===== config.mk =====
export PLATFORM = sky130hd
export DESIGN_NAME = lac_arbiter
export DESIGN_NICKNAME = d
export VERILOG_FILES = /design/src/rtl/lac_pkg.sv /design/src/rtl/lac_win_decode.sv /design/src/rtl/lac_top_pick.sv /design/src/rtl/lac_readback.sv /design/src/rtl/lac_arbiter.sv
export SDC_FILE = /design/constraint.sdc
export NUM_CORES = 1
export LEC_CHECK = 0
export ABC_CLOCK_PERIOD_IN_PS = 3400
export CORE_UTILIZATION = 48
export CTS_CLUSTER_SIZE = 10
export DETAILED_ROUTE_END_ITERATION = 10
export PLACE_DENSITY = 0.77
export SETUP_SLACK_MARGIN = 0.4
export SKIP_LAST_GASP = 1
export SLEW_MARGIN = 15
export SYNTH_ARGS = -nofsm -noshare
export SYNTH_HDL_FRONTEND = slang
export SYNTH_SLANG_ARGS = --single-unit

===== constraint.sdc =====
create_clock -name clk -period 3.4 [get_ports clk]
set_clock_uncertainty 0.1 [all_clocks]
set_input_delay 0.68 -clock clk [delete_from_list [all_inputs] [get_ports clk]]
set_output_delay 0.68 -clock clk [all_outputs]
set_load 0.01 [all_outputs]

===== src/rtl/lac_pkg.sv =====
package lac_pkg;
  localparam int REG_W    = 8;
  // access register bit positions (software decodes these)
  localparam int B_VALID  = 7;
  localparam int B_ACT    = 5;
  localparam int B_SEIZED = 4;
  localparam int B_SEIZE  = 3;
  localparam int B_PEND   = 2;
  localparam int B_REQ    = 1;
  localparam int B_EST    = 0;
  localparam logic [REG_W-1:0] NONE_CODE = 8'hFF;
endpackage


===== src/rtl/lac_win_decode.sv =====
module lac_win_decode #(
  parameter int NUM_LOC = 5,
  parameter int ADDR_W  = 15,
  parameter int WIN_W   = 12,
  localparam int IW     = ADDR_W - WIN_W
) (
  input  logic [ADDR_W-1:0] addr,
  output logic [IW-1:0]     loc,
  output logic              hit
);
  assign loc = addr[ADDR_W-1:WIN_W];
  assign hit = (addr[WIN_W-1:0] == '0) && (int'(loc) < NUM_LOC);
endmodule


===== src/rtl/lac_top_pick.sv =====
module lac_top_pick #(
  parameter int N  = 5,
  parameter int IW = 3
) (
  input  logic [N-1:0]  vec,
  output logic          any,
  output logic [IW-1:0] idx
);
  always_comb begin
    any = 1'b0;
    idx = '0;
    for (int i = 0; i < N; i++) begin
      if (vec[i]) begin
        any = 1'b1;
        idx = IW'(i);
      end
    end
  end
endmodule


===== src/rtl/lac_readback.sv =====
module lac_readback #(
  parameter int N  = 5,
  parameter int IW = 3
) (
  input  logic [IW-1:0] loc,
  input  logic          hit,
  input  logic          own_vld,
  input  logic [IW-1:0] own_idx,
  input  logic [N-1:0]  req,
  input  logic [N-1:0]  seized,
  input  logic          est,
  output logic [7:0]    rdata
);
  import lac_pkg::*;
  logic pend;

  always_comb begin
    pend = 1'b0;
    for (int i = 0; i < N; i++) begin
      if (IW'(i) != loc && req[i]) pend = 1'b1;
    end
  end

  always_comb begin
    if (!hit) begin
      rdata = NONE_CODE;
    end else begin
      rdata           = '0;
      rdata[B_VALID]  = 1'b1;
      rdata[B_ACT]    = own_vld && (own_idx == loc);
      rdata[B_SEIZED] = seized[loc];
      rdata[B_SEIZE]  = 1'b0;
      rdata[B_PEND]   = pend;
      rdata[B_REQ]    = req[loc];
      rdata[B_EST]    = est;
    end
  end
endmodule


===== src/rtl/lac_arbiter.sv =====
module lac_arbiter #(
  parameter int NUM_LOC = 5,
  parameter int ADDR_W  = 15,
  parameter int WIN_W   = 12,
  parameter int HW_LOC  = 4,
  localparam int IW     = ADDR_W - WIN_W
) (
  input  logic              clk,
  input  logic              rst_n,
  input  logic              wr_en,
  input  logic [ADDR_W-1:0] wr_addr,
  input  logic [7:0]        wr_data,
  input  logic [ADDR_W-1:0] rd_addr,
  output logic [7:0]        rd_data,
  input  logic              est_in,
  output logic [7:0]        active_loc,
  output logic              loc_changed,
  output logic              abort_req,
  input  logic              abort_done
);
  import lac_pkg::*;

  // registered state
  logic               own_vld_q, abort_q, chg_q;
  logic [IW-1:0]      own_idx_q, next_q;
  logic [NUM_LOC-1:0] req_q, seize_q, seized_q;

  // after abort completion
  logic               own_vld_a, abort_a;
  logic [IW-1:0]      own_idx_a;
  logic [NUM_LOC-1:0] req_a, seize_a, seized_a;

  // after write
  logic               own_vld_d, abort_d;
  logic [IW-1:0]      own_idx_d, next_d;
  logic [NUM_LOC-1:0] req_d, seize_d, seized_d;

  logic [IW-1:0] w_loc, r_loc, pick_idx;
  logic          w_hit, r_hit, pick_any;
  logic [7:0]    wv;
  logic [NUM_LOC-1:0] above, below;

  lac_win_decode #(.NUM_LOC(NUM_LOC), .ADDR_W(ADDR_W), .WIN_W(WIN_W)) u_wdec (
    .addr(wr_addr), .loc(w_loc), .hit(w_hit));
  lac_win_decode #(.NUM_LOC(NUM_LOC), .ADDR_W(ADDR_W), .WIN_W(WIN_W)) u_rdec (
    .addr(rd_addr), .loc(r_loc), .hit(r_hit));

  lac_top_pick #(.N(NUM_LOC), .IW(IW)) u_pick (
    .vec(req_a), .any(pick_any), .idx(pick_idx));

  lac_readback #(.N(NUM_LOC), .IW(IW)) u_rb (
    .loc(r_loc), .hit(r_hit), .own_vld(own_vld_q), .own_idx(own_idx_q),
    .req(req_q), .seized(seized_q), .est(est_in), .rdata(rd_data));

  always_comb begin
    for (int i = 0; i < NUM_LOC; i++) begin
      above[i] = IW'(i) > w_loc;
      below[i] = IW'(i) < w_loc;
    end
  end

  // stage A: handover on abort completion
  always_comb begin
    own_vld_a = own_vld_q;
    own_idx_a = own_idx_q;
    req_a     = req_q;
    seize_a   = seize_q;
    seized_a  = seized_q;
    abort_a   = abort_q;
    if (abort_q && abort_done) begin
      if (seize_q[next_q]) seized_a[own_idx_q] = 1'b1;
      else                 req_a[own_idx_q]    = 1'b0;
      own_idx_a       = next_q;
      req_a[next_q]   = 1'b0;
      seize_a[next_q] = 1'b0;
      abort_a         = 1'b0;
    end
  end

  // stage B: access register write
  always_comb begin
    own_vld_d = own_vld_a;
    own_idx_d = own_idx_a;
    req_d     = req_a;
    seize_d   = seize_a;
    seized_d  = seized_a;
    abort_d   = abort_a;
    next_d    = next_q;
    wv        = wr_data;
    if (wr_en && w_hit && (w_loc != IW'(HW_LOC))) begin
      if (wv[B_SEIZE]) begin
        wv[B_ACT] = 1'b0;
        wv[B_REQ] = 1'b0;
      end
      if (wv[B_ACT]) begin
        if (own_vld_d && own_idx_d == w_loc) begin
          if (!abort_d) begin
            if (pick_any) begin
              abort_d = 1'b1;
              next_d  = pick_idx;
            end else begin
              own_vld_d = 1'b0;
            end
          end
        end else begin
          req_d[w_loc] = 1'b0;
        end
      end
      if (wv[B_SEIZED]) seized_d[w_loc] = 1'b0;
      if (wv[B_SEIZE] && (!own_vld_d || w_loc > own_idx_d) &&
          !seize_d[w_loc] && !(|(seize_d & above))) begin
        seize_d = seize_d & ~below;
        if (!own_vld_d) begin
          own_vld_d    = 1'b1;
          own_idx_d    = w_loc;
          req_d[w_loc] = 1'b0;
        end else begin
          seize_d[w_loc] = 1'b1;
          abort_d        = 1'b1;
          next_d         = w_loc;
        end
      end
      if (wv[B_REQ] && !(own_vld_d && own_idx_d == w_loc)) begin
        if (own_vld_d) begin
          req_d[w_loc] = 1'b1;
        end else begin
          own_vld_d    = 1'b1;
          own_idx_d    = w_loc;
          req_d[w_loc] = 1'b0;
        end
      end
    end
  end

  always_ff @(posedge clk) begin
    if (!rst_n) begin
      own_vld_q <= 1'b0;
      own_idx_q <= '0;
      next_q    <= '0;
      abort_q   <= 1'b0;
      chg_q     <= 1'b0;
      req_q     <= '0;
      seize_q   <= '0;
      seized_q  <= '0;
    end else begin
      own_vld_q <= own_vld_d;
      own_idx_q <= own_idx_d;
      next_q    <= next_d;
      abort_q   <= abort_d;
      chg_q     <= (own_vld_d != own_vld_q) ||
                   (own_vld_d && (own_idx_d != own_idx_q));
      req_q     <= req_d;
      seize_q   <= seize_d;
      seized_q  <= seized_d;
    end
  end

  assign active_loc  = own_vld_q ? 8'(own_idx_q) : NONE_CODE;
  assign loc_changed = chg_q;
  assign abort_req   = abort_q;

  AST_CHG_MOVES: assert property (@(posedge clk) disable iff (!rst_n)
    loc_changed |-> active_loc != $past(active_loc));
  AST_ABORT_HELD: assert property (@(posedge clk) disable iff (!rst_n)
    abort_req && !abort_done |=> abort_req);
  AST_ABORT_OWNED: assert property (@(posedge clk) disable iff (!rst_n)
    abort_req |-> active_loc != NONE_CODE);
  AST_OWNER_FROZEN: assert property (@(posedge clk) disable iff (!rst_n)
    abort_req && !abort_done |=> active_loc == $past(active_loc));
  AST_ONE_SEIZE: assert property (@(posedge clk) disable iff (!rst_n)
    $onehot0(seize_q));
  AST_HW_LOC_RO: assert property (@(posedge clk) disable iff (!rst_n)
    wr_en && (wr_addr[ADDR_W-1:WIN_W] == IW'(HW_LOC)) && !abort_req
    |=> req_q[HW_LOC] == $past(req_q[HW_LOC]) &&
        seized_q[HW_LOC] == $past(seized_q[HW_LOC]));
endmodule


==> impl_metrics.csv <==
group,metric,value,unit
detailed_routing,final_antenna_net_count,0,
detailed_routing,firstDrtPassIters,5,
cells_and_area,fin_nets,418,
grt,gr-total-overflow,0,
cts,insertion_delay,280,ps
critical_path,endpoint_kind,"register",
placement,gp_congestion,0.936,
critical_path,cp_max_fo,6,
floorplanning,start_util,0.510,
cells_and_area,multi_input_area,0.00155,sq mm
detailed_routing,wirelength,7460,um
cells_and_area,synthToLayoutAreaGrowth,50.6,%
synthesis,ys_ff_latch,24,
grt,grt_pass1_vias,2412,
synthesis,synth.most_common_cell,"nor2_1",
sta,layout_worst_path_cycle_share,0.854,
pwr,irDropWorstVdd,0.000161,V
synthesis,synth-async-reset-ratio,0,
cts,cts_root_buf,"clkbuf_8",
sta,hold_viol,0,
synthesis,synthesis.area,0.00207,sq mm
detailed_routing,drtIter0Drc,323,
placement,numPortBuffers,55,
cells_and_area,drive_above_1_share,0.243,
cts,cts.sinks,24,
sta,rsz0062_at_grt,"no",
pwr,leakagePower,0.00111,uW
sta,fin_tns_setup,0,ps
floorplanning,die_w,67.6,um
cts,hold_buffers,0,
critical_path,crit_path_top_delay_cell,"mux2i_1",
pwr,p_total,575,uW
critical_path,path_cells,"clkbuf_2 -> nand2_4 -> mux2i_1 -> ha_1 -> and3_1 -> nand2_2 -> nor2_4 -> buf_4 -> a31o_4 -> o21ai_4 -> a211oi_1 -> o32ai_1",
detailed_routing,dr_total_vias,2611,
critical_path,critPathLaunchType,"input pin",
critical_path,arrival,2980,ps
synthesis,synth.distinct_cells,56,
detailed_routing,drcViolationCount,0,
sta,worst_slack,497,ps
floorplanning,std_cell_rows,23,
critical_path,max_stage_delay,350,ps
floorplanning,die_h,67.6,um
hold_path,hold_class,"reg2reg",
sta,setup_viol,0,
critical_path,crit_type,"in2reg",
synthesis,synth_edf_count,0,
outcome,outcome,"completed",
cts,cts_tree,"built",
cells_and_area,seqCellArea,482,sq um
critical_path,path_buf_inv,2,
cts,cts_buffer_depth,2,
cts,cts-htree-levels,1,
synthesis,synth_area_leaders,"dfxtp_1, nor2_1, o21ai_0",
sta,fmax,0.344,GHz
synthesis,ys_top_cells_by_count,"nor2_1, dfxtp_1, nand2_1, o21ai_0, a21oi_1",
cells_and_area,num_antenna_cells,0,
pwr,pwr_density_cell,185,mW/mm^2
run,cap_violations,0,
synthesis,yosysSeqAreaShare,0.232,
critical_path,critPathTopFamily,"compound AO/OA/AOI/OAI gates",
grt,grt_max_degree,16,
synthesis,yosys_most_used_dff,"dfxtp_1",
synthesis,avgSynthCellArea,7.39,sq um
sta,whs,386,ps
floorplanning,core,0.00406,sq mm
grt,grt_use_total,0.332,
detailed_routing,avgRoutedWirePerCell,17.8,um
floorplanning,io_pins,61,
placement,place_ws,-290,ps
synthesis,synth_area_leader_cell,"dfxtp_1",
synthesis,netlist_instances,280,
floorplanning,die_area,0.00458,sq mm
cts,cts_buffers,3,
placement,dp_hpwl,5580,um
grt,antenna_found_initial,0,
cells_and_area,finalNonFillerCells,420,
placement,placedCellCount,414,
cts,clk_pin_slew,90,ps
detailed_routing,viasPerCell,6.22,
sta,final_max_slew_viol_count,0,
cells_and_area,n_fill_cell,336,
synthesis,ys.warnings.count,0,
critical_path,critPathRequiredTime,3480,ps
grt,grt_pass1_wl,11400,um
sta,finalCriticalPeriod,2900,ps
synthesis,synth_fp_nets,326,
synthesis,synth_top_area_share,0.232,
sequential cells by signal, indices dropped and copies added, names as in the netlist:
signal / count
own_idx_q: 3
own_vld_a: 1
abort_req: 1
loc_changed: 1
req_q: 5
next_q: 3
seized_q: 5
seize_q: 5
final timing paths:
kind / from / endpoint / slack, ps / depth (start not counted)
setup reg to reg: next_q[2]$_SDFFE_PN0P_ / req_q[3]$_SDFF_PN0_ / 560 / 10
setup / recovery: abort_done / req_q[0]$_SDFF_PN0_ / 500 / 12
hold reg to reg: seized_q[0]$_SDFF_PN0_ / seized_q[0]$_SDFF_PN0_ / 390 / 2
hold / removal: seized_q[0]$_SDFF_PN0_ / seized_q[0]$_SDFF_PN0_ / 390 / 2
worst min-delay path, stage by stage (launching register included):
cell	delay, ps
dfxtp_1	330
a21oi_1	40
nor2_1	80
kinds of logic after synthesis:
kind of cell / after synthesis / share of synthesized area
AO/OA/AOI/OAI: 101 / 0.344
XOR/XNOR: 5 / 0.0212
adder cells (fa/ha/maj): 3 / 0.0182
buffers and inverters: 31 / 0.0690
flip-flops: 24 / 0.232
multiplexers: 7 / 0.0472
other: 1 / 0.00181
AND/OR/NAND/NOR: 108 / 0.267
metrics by stage:
step	instance area (sq um)	utilization
finish	3110	0.767
global route	3110	0.767
CTS	3040	0.750
detailed placement	2950	0.727
global placement	2950	0.727
floorplan	2070	-
what timing repair did:
action	4_1_cts	5_1_grt
buffers inserted	0	3
endpoints found under the hold margin	0	0
endpoints found under the setup margin	23	19
resized for setup	20	27
pin swaps	5	6
layout make-up:
type / count / area share
repair buffers: 108 / 0.301
inverters: 10 / 0.0121
well taps: 50 / 0.0201
flip-flops and latches: 24 / 0.155
multi-input cells: 225 / 0.499
clock buffers: 3 / 0.0133
metal layers:
| metal | GRT usage | part of all wire | up-vias |
|---|---|---|---|
| li1 | - | - | 1230 |
| met1 | 0.427 | 0.42 | 1207 |
| met2 | 0.541 | 0.47 | 154 |
| met3 | 0.0642 | 0.085 | 20 |
| met4 | 0.122 | 0.023 | 0 |
| met5 | 0 | 0 | - |
cells in the final DEF, fill, tap and decap left out, types with 5 or more instances in the layout:
cell type	n
nor4_1	6
o21a_1	7
a21oi_1	16
nor2_1	29
buf_4	51
dfxtp_1	23
xnor2_1	5
and2_1	6
a211oi_1	6
clkdlybuf4s50_1	45
o21ai_0	19
o211ai_1	9
nand2_1	21
nor2b_1	6
nand2b_1	8
inv_1	10
a31oi_1	7
where the power goes:
group,leakage [uW],internal [uW],switching [uW]
Combinational,0.000894,63.0,51.0
Sequential,0.000194,281,0.00639
Clock,0.0000216,79.6,100
Total,0.00111,423,151
Note: power is estimated with default switching activity, not from simulation.
